[src/rtl/gpio_bank_pkg.sv]
package gpio_bank_pkg;

    localparam int WORD_W   = 32;
    localparam int OFS_W    = 8;
    localparam int NUM_CTRL = 7;
    localparam int IDX_W    = $clog2(WORD_W);

    // upper nibble of the offset picks the register group
    typedef enum logic [3:0] {
        GRP_PIN  = 4'h0,
        GRP_DATA = 4'h1,
        GRP_MASK = 4'h2,
        GRP_PULL = 4'h3,
        GRP_FUNC = 4'h4,
        GRP_SEL  = 4'h5,
        GRP_DIR  = 4'h6,
        GRP_TRIG = 4'h7,
        GRP_FLAG = 4'h8
    } grp_e;

    // lower nibble picks the access kind
    localparam logic [3:0] OP_BASE = 4'h0;
    localparam logic [3:0] OP_HI   = 4'h4;
    localparam logic [3:0] OP_LO   = 4'h8;

    function automatic logic [WORD_W-1:0] impl_mask(input int n);
        logic [WORD_W-1:0] m;
        m = '0;
        for (int i = 0; i < WORD_W; i++) begin
            if (i < n) m[i] = 1'b1;
        end
        return m;
    endfunction

endpackage

[src/rtl/gpio_pin_sync.sv]
module gpio_pin_sync #(
    parameter int WIDTH  = 32,
    parameter int STAGES = 2
) (
    input  logic             clk,
    input  logic             rst_n,
    input  logic [WIDTH-1:0] pin_i,
    output logic [WIDTH-1:0] lvl_o,
    output logic [WIDTH-1:0] prev_o
);

    typedef struct packed {
        logic [STAGES-1:0][WIDTH-1:0] chain;
        logic [WIDTH-1:0]             prev;
    } sync_t;

    sync_t st_d, st_q;

    always_comb begin
        st_d          = st_q;
        st_d.chain[0] = pin_i;
        for (int i = 1; i < STAGES; i++) begin
            st_d.chain[i] = st_q.chain[i-1];
        end
        st_d.prev = st_q.chain[STAGES-1];
    end

    always_ff @(posedge clk or negedge rst_n) begin
        if (!rst_n) st_q <= '0;
        else        st_q <= st_d;
    end

    assign lvl_o  = st_q.chain[STAGES-1];
    assign prev_o = st_q.prev;

    AST_PREV_TRACKS: assert property (@(posedge clk) disable iff (!rst_n)
        1'b1 |=> (prev_o == $past(lvl_o)));

endmodule

[src/rtl/gpio_ctrl_regs.sv]
module gpio_ctrl_regs
    import gpio_bank_pkg::*;
#(
    parameter int PIN_COUNT = 32
) (
    input  logic              clk,
    input  logic              rst_n,
    input  logic              wr_en,
    input  logic [OFS_W-1:0]  addr,
    input  logic [WORD_W-1:0] wdata,
    input  logic [WORD_W-1:0] pin_lvl,
    input  logic [WORD_W-1:0] flag_lvl,
    output logic [WORD_W-1:0] rdata,
    output logic [WORD_W-1:0] data_o,
    output logic [WORD_W-1:0] mask_o,
    output logic [WORD_W-1:0] pull_o,
    output logic [WORD_W-1:0] func_o,
    output logic [WORD_W-1:0] sel_o,
    output logic [WORD_W-1:0] dir_o,
    output logic [WORD_W-1:0] trig_o,
    output logic [WORD_W-1:0] flag_clr_o
);

    localparam logic [WORD_W-1:0] IMPL = impl_mask(PIN_COUNT);
    localparam int MASK_IDX = int'(GRP_MASK) - 1;

    typedef struct packed {
        logic [NUM_CTRL-1:0][WORD_W-1:0] r;
    } regs_t;

    regs_t      cr_d, cr_q;
    logic [3:0] grp;
    logic [3:0] op;

    assign grp = addr[7:4];
    assign op  = addr[3:0];

    // next-state: one group matches at most
    always_comb begin
        cr_d = cr_q;
        for (int i = 0; i < NUM_CTRL; i++) begin
            if (wr_en && grp == 4'(i + 1)) begin
                case (op)
                    OP_BASE: cr_d.r[i] = wdata & IMPL;
                    OP_HI:   cr_d.r[i] = cr_q.r[i] | (wdata & IMPL);
                    OP_LO:   cr_d.r[i] = cr_q.r[i] & ~wdata;
                    default: cr_d.r[i] = cr_q.r[i];
                endcase
            end
        end
    end

    always_ff @(posedge clk or negedge rst_n) begin
        if (!rst_n) begin
            cr_q             <= '0;
            cr_q.r[MASK_IDX] <= IMPL;
        end else begin
            cr_q <= cr_d;
        end
    end

    // flag clearing lives at the flag group's high alias
    assign flag_clr_o = (wr_en && grp == GRP_FLAG && op == OP_HI) ? (wdata & IMPL) : '0;

    always_comb begin
        rdata = '0;
        if (op == OP_BASE) begin
            if (grp == GRP_PIN)
                rdata = pin_lvl & IMPL;
            else if (grp == GRP_FLAG)
                rdata = flag_lvl;
            else if (grp <= GRP_TRIG)
                rdata = cr_q.r[grp - 4'd1];
        end
    end

    assign data_o = cr_q.r[int'(GRP_DATA) - 1];
    assign mask_o = cr_q.r[int'(GRP_MASK) - 1];
    assign pull_o = cr_q.r[int'(GRP_PULL) - 1];
    assign func_o = cr_q.r[int'(GRP_FUNC) - 1];
    assign sel_o  = cr_q.r[int'(GRP_SEL)  - 1];
    assign dir_o  = cr_q.r[int'(GRP_DIR)  - 1];
    assign trig_o = cr_q.r[int'(GRP_TRIG) - 1];

    AST_HI_ALIAS_SETS: assert property (@(posedge clk) disable iff (!rst_n)
        (wr_en && addr == 8'h24) |=> ((mask_o & $past(wdata & IMPL)) == $past(wdata & IMPL)));
    AST_LO_ALIAS_CLEARS: assert property (@(posedge clk) disable iff (!rst_n)
        (wr_en && addr == 8'h28) |=> ((mask_o & $past(wdata)) == '0));
    AST_LO_ALIAS_KEEPS: assert property (@(posedge clk) disable iff (!rst_n)
        (wr_en && addr == 8'h28) |=> ((mask_o & ~$past(wdata)) == ($past(mask_o) & ~$past(wdata))));
    AST_UNIMPL_READ_ZERO: assert property (@(posedge clk) disable iff (!rst_n)
        ((rdata & ~IMPL) == '0));

endmodule

[src/rtl/gpio_irq_detect.sv]
module gpio_irq_detect
    import gpio_bank_pkg::*;
#(
    parameter int PIN_COUNT = 32
) (
    input  logic              clk,
    input  logic              rst_n,
    input  logic [WORD_W-1:0] lvl_i,
    input  logic [WORD_W-1:0] prev_i,
    input  logic [WORD_W-1:0] mask_i,
    input  logic [WORD_W-1:0] sel_i,
    input  logic [WORD_W-1:0] func_i,
    input  logic [WORD_W-1:0] dir_i,
    input  logic [WORD_W-1:0] trig_i,
    input  logic [WORD_W-1:0] clr_i,
    output logic [WORD_W-1:0] flag_o,
    output logic              irq_o,
    output logic [IDX_W-1:0]  idx_o
);

    localparam logic [WORD_W-1:0] IMPL = impl_mask(PIN_COUNT);

    typedef struct packed {
        logic [WORD_W-1:0] flag;
        logic              irq;
    } det_t;

    det_t              dt_d, dt_q;
    logic [WORD_W-1:0] cond;
    logic [WORD_W-1:0] set_vec;

    // per-pin condition: trigger picks edge/level, direction picks polarity
    for (genvar g = 0; g < WORD_W; g++) begin : g_pin
        if (g < PIN_COUNT) begin : g_live
            logic rise, fall;
            assign rise = lvl_i[g] & ~prev_i[g];
            assign fall = ~lvl_i[g] & prev_i[g];
            always_comb begin
                case ({trig_i[g], dir_i[g]})
                    2'b11:   cond[g] = rise;
                    2'b10:   cond[g] = fall;
                    2'b01:   cond[g] = lvl_i[g];
                    default: cond[g] = ~lvl_i[g];
                endcase
            end
        end else begin : g_absent
            assign cond[g] = 1'b0;
        end
    end

    assign set_vec = cond & ~mask_i & sel_i & ~func_i & IMPL;

    always_comb begin
        dt_d      = dt_q;
        dt_d.flag = (dt_q.flag & ~clr_i) | set_vec;
        dt_d.irq  = |dt_q.flag;
    end

    always_ff @(posedge clk or negedge rst_n) begin
        if (!rst_n) dt_q <= '0;
        else        dt_q <= dt_d;
    end

    always_comb begin
        idx_o = '0;
        for (int i = WORD_W - 1; i >= 0; i--) begin
            if (dt_q.flag[i]) idx_o = IDX_W'(i);
        end
    end

    assign flag_o = dt_q.flag;
    assign irq_o  = dt_q.irq;

    AST_MASKED_NO_RAISE: assert property (@(posedge clk) disable iff (!rst_n)
        1'b1 |=> ((flag_o & ~$past(flag_o) & $past(mask_i)) == '0));
    AST_SET_WINS: assert property (@(posedge clk) disable iff (!rst_n)
        (set_vec != '0) |=> ((flag_o & $past(set_vec)) == $past(set_vec)));
    AST_CLEAR_TAKES: assert property (@(posedge clk) disable iff (!rst_n)
        ((clr_i & ~set_vec) != '0) |=> ((flag_o & $past(clr_i & ~set_vec)) == '0));
    AST_IRQ_LAG: assert property (@(posedge clk) disable iff (!rst_n)
        1'b1 |=> (irq_o == $past(|flag_o)));
    AST_IDX_LOWEST: assert property (@(posedge clk) disable iff (!rst_n)
        (|flag_o) |-> (flag_o[idx_o] && ((flag_o & ((32'd1 << idx_o) - 32'd1)) == '0)));

endmodule

[src/rtl/gpio_bank.sv]
module gpio_bank
    import gpio_bank_pkg::*;
#(
    parameter int PIN_COUNT   = 32,
    parameter int SYNC_STAGES = 2
) (
    input  logic        clk,
    input  logic        rst_n,
    input  logic        bus_wr,
    input  logic [7:0]  bus_addr,
    input  logic [31:0] bus_wdata,
    output logic [31:0] bus_rdata,
    input  logic [31:0] pin_in,
    output logic [31:0] pad_out,
    output logic [31:0] pad_oe,
    output logic [31:0] pull_off,
    output logic [31:0] alt_en,
    output logic [31:0] alt_sel,
    output logic        irq_o,
    output logic [4:0]  irq_idx
);

    logic [WORD_W-1:0] lvl, prev, flag, clr;
    logic [WORD_W-1:0] data_r, mask_r, pull_r, func_r, sel_r, dir_r, trig_r;

    gpio_pin_sync #(.WIDTH(WORD_W), .STAGES(SYNC_STAGES)) u_sync (
        .clk    (clk),
        .rst_n  (rst_n),
        .pin_i  (pin_in),
        .lvl_o  (lvl),
        .prev_o (prev)
    );

    gpio_ctrl_regs #(.PIN_COUNT(PIN_COUNT)) u_regs (
        .clk        (clk),
        .rst_n      (rst_n),
        .wr_en      (bus_wr),
        .addr       (bus_addr),
        .wdata      (bus_wdata),
        .pin_lvl    (lvl),
        .flag_lvl   (flag),
        .rdata      (bus_rdata),
        .data_o     (data_r),
        .mask_o     (mask_r),
        .pull_o     (pull_r),
        .func_o     (func_r),
        .sel_o      (sel_r),
        .dir_o      (dir_r),
        .trig_o     (trig_r),
        .flag_clr_o (clr)
    );

    gpio_irq_detect #(.PIN_COUNT(PIN_COUNT)) u_det (
        .clk    (clk),
        .rst_n  (rst_n),
        .lvl_i  (lvl),
        .prev_i (prev),
        .mask_i (mask_r),
        .sel_i  (sel_r),
        .func_i (func_r),
        .dir_i  (dir_r),
        .trig_i (trig_r),
        .clr_i  (clr),
        .flag_o (flag),
        .irq_o  (irq_o),
        .idx_o  (irq_idx)
    );

    assign pad_out  = data_r;
    assign pad_oe   = dir_r & ~func_r & ~sel_r;
    assign pull_off = pull_r;
    assign alt_en   = func_r;
    assign alt_sel  = sel_r;

endmodule

[config.mk]
export PLATFORM = sky130hd
export DESIGN_NAME = gpio_bank
export DESIGN_NICKNAME = d
export VERILOG_FILES = /design/src/rtl/gpio_bank_pkg.sv /design/src/rtl/gpio_pin_sync.sv /design/src/rtl/gpio_ctrl_regs.sv /design/src/rtl/gpio_irq_detect.sv /design/src/rtl/gpio_bank.sv
export SDC_FILE = /design/constraint.sdc
export NUM_CORES = 1
export LEC_CHECK = 0
export ABC_AREA = 1
export BUFFER_PORTS_ARGS = -buffer_cell sky130_fd_sc_hd__buf_2
export CAP_MARGIN = 10
export CORE_AREA = 2 2 217 326
export DETAILED_ROUTE_END_ITERATION = 10
export DIE_AREA = 0 0 219 328
export PLACE_DENSITY_LB_ADDON = 0.08
export SLEW_MARGIN = 20
export SYNTH_ARGS = -nofsm -noshare
export SYNTH_HDL_FRONTEND = slang
export SYNTH_HIERARCHICAL = 1
export SYNTH_SLANG_ARGS = --single-unit
[constraint.sdc]
create_clock -name clk -period 2.77 [get_ports clk]
set_input_delay 0.277 -clock clk [delete_from_list [all_inputs] [get_ports clk]]
set_output_delay 0.277 -clock clk [all_outputs]
set_load 0.01 [all_outputs]
==> impl_metrics.tcl, run 1 <==
set metrics [dict create \
    boundaryPins 273 \
    finalWorstSetupSlack_ns -0.4747 \
    slew_headroom_pct 56.05 \
    synth.avg_cell_area_um2 6.886 \
    grt_pass1_vias 20040 \
    arrival_ns 2.97 \
    timing.final.crit_share_pct 117.1 \
    crit_cells 32 \
    coreArea_mm2 0.06880 \
    synth.net_count 3055 \
    drc 0 \
    swShare_pct 31.00 \
    timing.hold.ws_ns 0.07850 \
    clk_pin_slew_ns 0.06 \
    drtPass1Iterations 5 \
    worstSetupEndpointType "output pin" \
    drive_gt1_share_pct 16.61 \
    fin_worst_skew_ns 0.01948 \
    synth_cells 2975 \
    initial_core_util_pct 29.77 \
    cp-start-kind "flip-flop" \
    violations "setup timing" \
    grt-ovfl-total 0 \
    grt_usage_pct 23.36 \
    cts_tree "done" \
    dieArea_mm2 0.07183 \
    hpwl_um 57780 \
    drtIter0Drc 1506 \
    numPortBuffers 272 \
    power.density_mw_per_mm2 591.2 \
    critPathMostFrequentCell "nand2_1" \
    synth.yosys.warnings 6 \
    status "finished with violations" \
    power.internal_w 0.01007 \
    yosys.area.top_type_share_pct 39.21 \
    cts_buffers 42 \
    diodes 0 \
    timing.setup.critical_path_class "flip-flop to output pin" \
    fin_tns_setup_ns -0.8996 \
    pwr-share-clk_pct 40.6 \
    crit_buf_inv 2 \
    rr_startpoint "u_det/flag_o[30]" \
    clkSinkCount 353 \
    routedWlPerCell_um 20.18 \
    vias 20450 \
    n_fill_cell 7480 \
    synth_area_mm2 0.02048 \
    combPwrFrac_pct 16.3 \
    yosysTopAreaCell "dfrtp_1" \
    place.gp.congestion 0.8391 \
    grt_pass1_wl_um 126400 \
    areaGrowthSynthToFinish_pct 20.50 \
    cp_slowest_stage_delay_ns 0.39 \
    finalInstanceArea_mm2 0.02468 \
    fin_util_pct 35.88 \
    synth_cell_types 33 \
    antenna_found_initial 4 \
    die_w_um 219 \
    fin_nets 3316 \
    reg2reg_to "u_det/irq_o" \
    rsz0062_at_grt "yes" \
    post-place-ws_ns 0.1105 \
    reg2reg_depth 9 \
    tightest_slew_ns 0.6592 \
    worstPathRequired_ns 2.49 \
    r2r_slack_ns 1.10 \
    placed_area_mm2 0.02284 \
    cts_max_level 2 \
    slowest_stage "dfrtp_1" \
    p_seq_share_pct 43.1 \
    finalSetupViolCount 2 \
    yosysSeqAreaShare_pct 43.32 \
    cp_top_family "simple AND/OR/NAND/NOR gates" \
    wl_um 84130 \
    cts_root_buffer "clkbuf_16" \
    holdCritPathClass "input pin to flip-flop" \
    grt_max_degree 131 \
    row_count 118 \
    ys_seq_elements 353 \
    viasPerCell 4.904 \
    maxCapViolations 0 \
    slew_violations 0 \
    peakVddDrop_uv 346.4 \
    antenna_left 0 \
    synth.area.top_cells "dfrtp_1 (39%), nand2_1 (22%), nand3_1 (11%)" \
    max-clock-path-buffers 3 \
    p_sw_w 0.004524 \
    endpoint "irq_idx[0]" \
    fmaxAchievable_ghz 0.3082 \
    finalHoldViolCount 0 \
    die_h_um 328 \
    power_leakage_nw 12.35 \
    critPathMaxFanout 2 \
    worstSetupStartpoint "u_det/flag_o[30]" \
    clk_latency_ns 0.59 \
    fin_crit_ns 3.245 \
]
-- power by group through the flow --
stage	registers [W]	clock network (W)	logic [W]
3_5_place_dp	0.00638	0	0.00236
3_3_place_gp	0.00637	0	0.00234
4_1_cts	0.00629	0.00613	0.00241
2_1_floorplan	0.00623	0	0.00133
6_report	0.00629	0.00593	0.00238
5_1_grt	0.00637	0.00631	0.00270
-- kinds of logic after synthesis --
logic type | synth area share (%)
and+or+nand+nor | 37.32
buffers and inverters | 11.82
DFF | 43.32
AOI/OAI and AO/OA | 7.238
adders and majority gates | 0.3054
-- registers in the layout (all words and copies together) (netlist names), 32 cells and up --
register / cells
u_det/flag_o: 32
u_regs/data_o: 32
u_regs/dir_o: 32
u_regs/func_o: 32
u_regs/mask_o: 32
u_regs/pull_o: 32
u_regs/sel_o: 32
u_regs/trig_o: 32
u_sync/lvl_o: 32
u_sync/prev_o: 32
u_sync/st_d: 32
-- synthesized netlist by cell type --
cell / number
nand2_2: 3
a21oi_2: 14
nand3_1: 468
clkinv_1: 3
buf_2: 28
nand3_2: 1
o31ai_1: 32
nor2_1: 112
nor3_2: 2
nor2_8: 1
inv_1: 348
nand4_1: 3
o311ai_1: 1
ha_1: 5
nor2_2: 33
a311oi_1: 1
buf_6: 25
nand3_4: 1
nor4_1: 4
o21ai_0: 113
nor3_4: 6
o21ai_4: 1
clkbuf_1: 62
nor3_1: 3
dfstp_2: 32
buf_1: 9
dfrtp_1: 321
nand2_1: 1181
bufinv_8: 4
o21ai_1: 33
inv_2: 16
a21oi_1: 71
buf_4: 38
-- worst min path at each step --
stage	cells past startpoint	slack [ns]	endpoint	startpoint
finish	5	0.08	u_regs/mask_o[31]	bus_wdata[31]
global route	5	0.09	u_regs/data_o[19]	bus_wdata[19]
CTS	5	0.04	u_regs/mask_o[31]	bus_wdata[31]
detailed placement	1	0.22	u_regs/dir_o[4]	rst_n
global placement	1	0.22	u_regs/dir_o[4]	rst_n
floorplan	0	-0.02	u_det/flag_o[0]	rst_n
-- worst reg2reg max path: stages (launching register included) --
cell	delay, ns
dfrtp_1	0.39
buf_4	0.13
buf_4	0.12
buf_4	0.12
nor2_1	0.09
inv_1	0.06
nor3_1	0.20
nand2_1	0.13
nor2_2	0.23
nand3_1	0.09
-- cell usage in the layout, fill, tap and decap left out, types with 2 or more instances in the layout --
cell | Yosys | layout
nand2_1 | 1181 | 1176
nand3_1 | 468 | 468
inv_1 | 348 | 345
dfrtp_1 | 321 | 321
buf_2 | 28 | 270
o21ai_0 | 113 | 113
nor2_1 | 112 | 109
a21oi_1 | 71 | 70
buf_4 | 38 | 54
clkbuf_16 | 0 | 45
nor2_2 | 33 | 34
dlygate4sd3_1 | 0 | 33
o21ai_1 | 33 | 33
o31ai_1 | 32 | 32
dfstp_2 | 32 | 32
buf_12 | 0 | 21
inv_2 | 16 | 16
clkbuf_8 | 0 | 15
a21oi_2 | 14 | 15
clkbuf_1 | 62 | 9
nand2_2 | 3 | 8
nor3_4 | 6 | 8
clkinv_2 | 0 | 7
nor4_1 | 4 | 4
bufinv_8 | 4 | 4
ha_1 | 5 | 4
clkinv_1 | 3 | 3
nand4_1 | 3 | 3
clkinvlp_4 | 0 | 2
bufinv_16 | 0 | 2
nor3_1 | 3 | 2
nor2_4 | 0 | 2
-- metal layers --
| layer | up-vias | routed length (µm) | global-route usage, % |
|---|---|---|---|
| li1 | 9808 | - | - |
| met1 | 9864 | 34660 | 28.84 |
| met2 | 628 | 42130 | 41.26 |
| met3 | 141 | 4606 | 3.639 |
| met4 | 8 | 2693 | 7.667 |
| met5 | - | 46 | 0 |
-- through the flow --
stage	instances	total power, W
2_1_floorplan	2975	0.007566
3_3_place_gp	4056	0.008714
3_5_place_dp	4056	0.008745
4_1_cts	4168	0.01484
5_1_grt	4170	0.01538
6_report	4170	0.01459
-- layout make-up --
| cell class | count | area, µm² | share of cell area (%) |
|---|---|---|---|
| clock buffer | 69 | 1366 | 5.535 |
| clock inverter | 9 | 100.1 | 0.4055 |
| tap | 900 | 1126 | 4.562 |
| inverter | 371 | 1453 | 5.885 |
| multi-input combinational | 2089 | 9244 | 37.45 |
| timing repair buffer | 379 | 2522 | 10.22 |
| sequential | 353 | 8874 | 35.95 |
-- timing repair --
| action | in CTS | in global routing |
|---|---|---|
| pin swaps | 1 | 5 |
| endpoints found under the setup margin | 2 | 3 |
| setup buffers | 1 | 2 |
| hold endpoints to repair | 107 | 0 |
| gates resized for setup | 4 | 4 |
| hold buffers | 33 | 0 |
Note: power is estimated with default switching activity, not from simulation.
==> inputs of run 2 (changes only) <==
- CORE_AREA: 2 2 217 326 -> 2 2 265 267
- DIE_AREA: 0 0 219 328 -> 0 0 267 269
- clock period: 2.77 -> 3.7 ns (I/O delays scaled with it)
==> run 2 against run 1 <==
The flow now finishes without violations. Worst setup slack better by 0.53 ns. Sequential power is 25% lower. Register-to-register slack better by 0.89 ns.
==> impl_metrics.tcl, run 2 (synthesis results as in run 1) <==
set metrics [dict create \
    clk_latency_ns 0.59 \
    viasPerCell 4.894 \
    cts_buffers 47 \
    wl_um 82100 \
    drtIter0Drc 1534 \
    tightest_slew_ns 1.202 \
    swShare_pct 30.50 \
    fin_worst_skew_ns 0.01818 \
    antenna_found_initial 5 \
    cts_root_buffer "clkbuf_16" \
    antenna_left 0 \
    p_sw_w 0.003448 \
    grt_pass1_vias 19490 \
    drtPass1Iterations 5 \
    clkSinkCount 353 \
    max-clock-path-buffers 3 \
    fin_crit_ns 3.646 \
    finalHoldViolCount 0 \
    power_leakage_nw 12.28 \
    power.internal_w 0.007858 \
    r2r_slack_ns 1.99 \
    arrival_ns 3.28 \
    die_h_um 269 \
    coreArea_mm2 0.06930 \
    whs_path_depth 5 \
    initial_core_util_pct 29.56 \
    clk_pin_slew_ns 0.06 \
    boundaryPins 273 \
    crit_chain "buf_4 > nor2_1 > inv_1 > a311oi_1 > o311ai_1 > nand3_1 > nand3_1 > nand3_1 > nand2_1 > nand2_1 > nand2_1 > nand2_1 > nand2_1 > a21oi_1 > nor3_1 > buf_2" \
    hold_start "bus_wdata[28]" \
    peakVddDrop_uv 281.1 \
    pwr-share-clk_pct 42.8 \
    power.density_mw_per_mm2 459.3 \
    reg2reg_depth 4 \
    drc 0 \
    place.gp.congestion 0.8084 \
    n_fill_cell 7412 \
    worstPathRequired_ns 3.33 \
    fin_nets 3294 \
    holdCritPathClass "input pin to flip-flop" \
    timing.setup.critical_path_class "flip-flop to output pin" \
    dp_cells 4068 \
    slew_violations 0 \
    slew_headroom_pct 19.73 \
    critPathMostFrequentCell "nand2_1" \
    final_common_cell "nand2_1" \
    grt_max_degree 131 \
    status "completed" \
    maxCapViolations 0 \
    worstSetupEndpointType "output pin" \
    grt-ovfl-total 0 \
    final_cells 4194 \
    fmaxAchievable_ghz 0.2743 \
    vias 20520 \
    finalSetupViolCount 0 \
    combPwrFrac_pct 15.5 \
    grt_usage_pct 22.71 \
    die_w_um 267 \
    grt_pass1_wl_um 122700 \
    routedWlPerCell_um 19.57 \
    cp_slowest_stage_delay_ns 0.44 \
    cts_max_level 2 \
    slowest_stage "nor3_1" \
    p_seq_share_pct 41.6 \
    numPortBuffers 272 \
    min_to "u_regs/mask_o[28]" \
    drive_gt1_share_pct 16.27 \
    areaGrowthSynthToFinish_pct 20.17 \
    cts_tree "done" \
    row_count 97 \
    critPathMaxFanout 3 \
    timing.hold.ws_ns 0.1840 \
    fin_tns_setup_ns 0 \
    reg2reg_to "u_det/irq_o" \
    dieArea_mm2 0.07182 \
    timing.final.crit_share_pct 98.54 \
    hpwl_um 52650 \
    rsz0062_at_grt "yes" \
    rr_startpoint "u_det/flag_o[19]" \
    cp-start-kind "flip-flop" \
    final_cell_mix "nand2_1 (1164), nand3_1 (468), inv_1 (345), dfrtp_1 (321), buf_2 (270)" \
]
run 2: cell count changes in the layout (fill, tap and decap cells not counted), sizes merged:
cell | before | now
buf | 346 | 319
clkbuf | 69 | 77
diode | 0 | 3
bufinv | 6 | 8
clkinv | 10 | 8
clkinvlp | 2 | 0
inv | 362 | 364
run 2: how the worst max path moves through the flow:
stage,start,to,cells past startpoint
3_5_place_dp,bus_addr[4],bus_rdata[31],9
6_report,u_det/flag_o[31],irq_idx[1],16
2_1_floorplan,bus_addr[4],bus_rdata[23],10
5_1_grt,u_det/flag_o[30],irq_idx[0],32
3_3_place_gp,u_det/flag_o[31],irq_idx[1],15
4_1_cts,u_det/flag_o[31],irq_idx[1],15
run 2: metrics by stage:
step	instance area (µm²)	setup WS [ns]	utilization [%]	power, W
finish	24620	0.05414	35.52	0.01131
global route	24610	-0.1422	35.52	0.01187
CTS	24530	0.04166	35.40	0.01144
detailed placement	22570	0.6986	32.57	0.006498
global placement	22570	0.6843	32.57	0.006477
floorplan	20480	1.218	-	0.005664
run 2: layer usage:
| layer | vias up | routed length [µm] | global-route usage, % |
|---|---|---|---|
| li1 | 9785 | - | - |
| met5 | - | 22 | 0 |
| met2 | 714 | 37870 | 36.92 |
| met3 | 149 | 5605 | 4.228 |
| met4 | 4 | 2651 | 8.108 |
| met1 | 9872 | 35950 | 30.19 |
run 2: cell type report:
type                            instances  area [µm²]  share of cell area (%)
Timing Repair Buffer                  352        2195                   8.915
Antenna cell                            3       7.507                 0.03050
Clock buffer                           77        1481                   6.018
Multi-Input combinational cell       2089        9280                   37.70
Inverter                              371        1454                   5.906
Tap cell                              940        1176                   4.778
Sequential cell                       353        8874                   36.05
Clock inverter                          9       148.9                  0.6049
run 2: critical path, delay by kind of cell, from the launching register on:
family          cells  cell delay [ns]
flops               1             0.39
buf+inv             3             0.42
simple gates       10             1.33
compound gates      3             0.55
run 2: power by group through the flow:
stage | clock network [W] | registers [W] | logic (W)
2_1_floorplan | 0 | 0.00467 | 0.000998
3_3_place_gp | 0 | 0.00477 | 0.00171
3_5_place_dp | 0 | 0.00477 | 0.00172
4_1_cts | 0.00497 | 0.00471 | 0.00176
5_1_grt | 0.00511 | 0.00477 | 0.00199
6_report | 0.00484 | 0.00471 | 0.00176
run 2: what timing repair did:
action | 4_1_cts | 5_1_grt
hold buffers | 33 | 0
resized for setup | 0 | 18
hold endpoints to repair | 104 | 0
buffers inserted | 0 | 4
setup endpoints to repair | 0 | 2
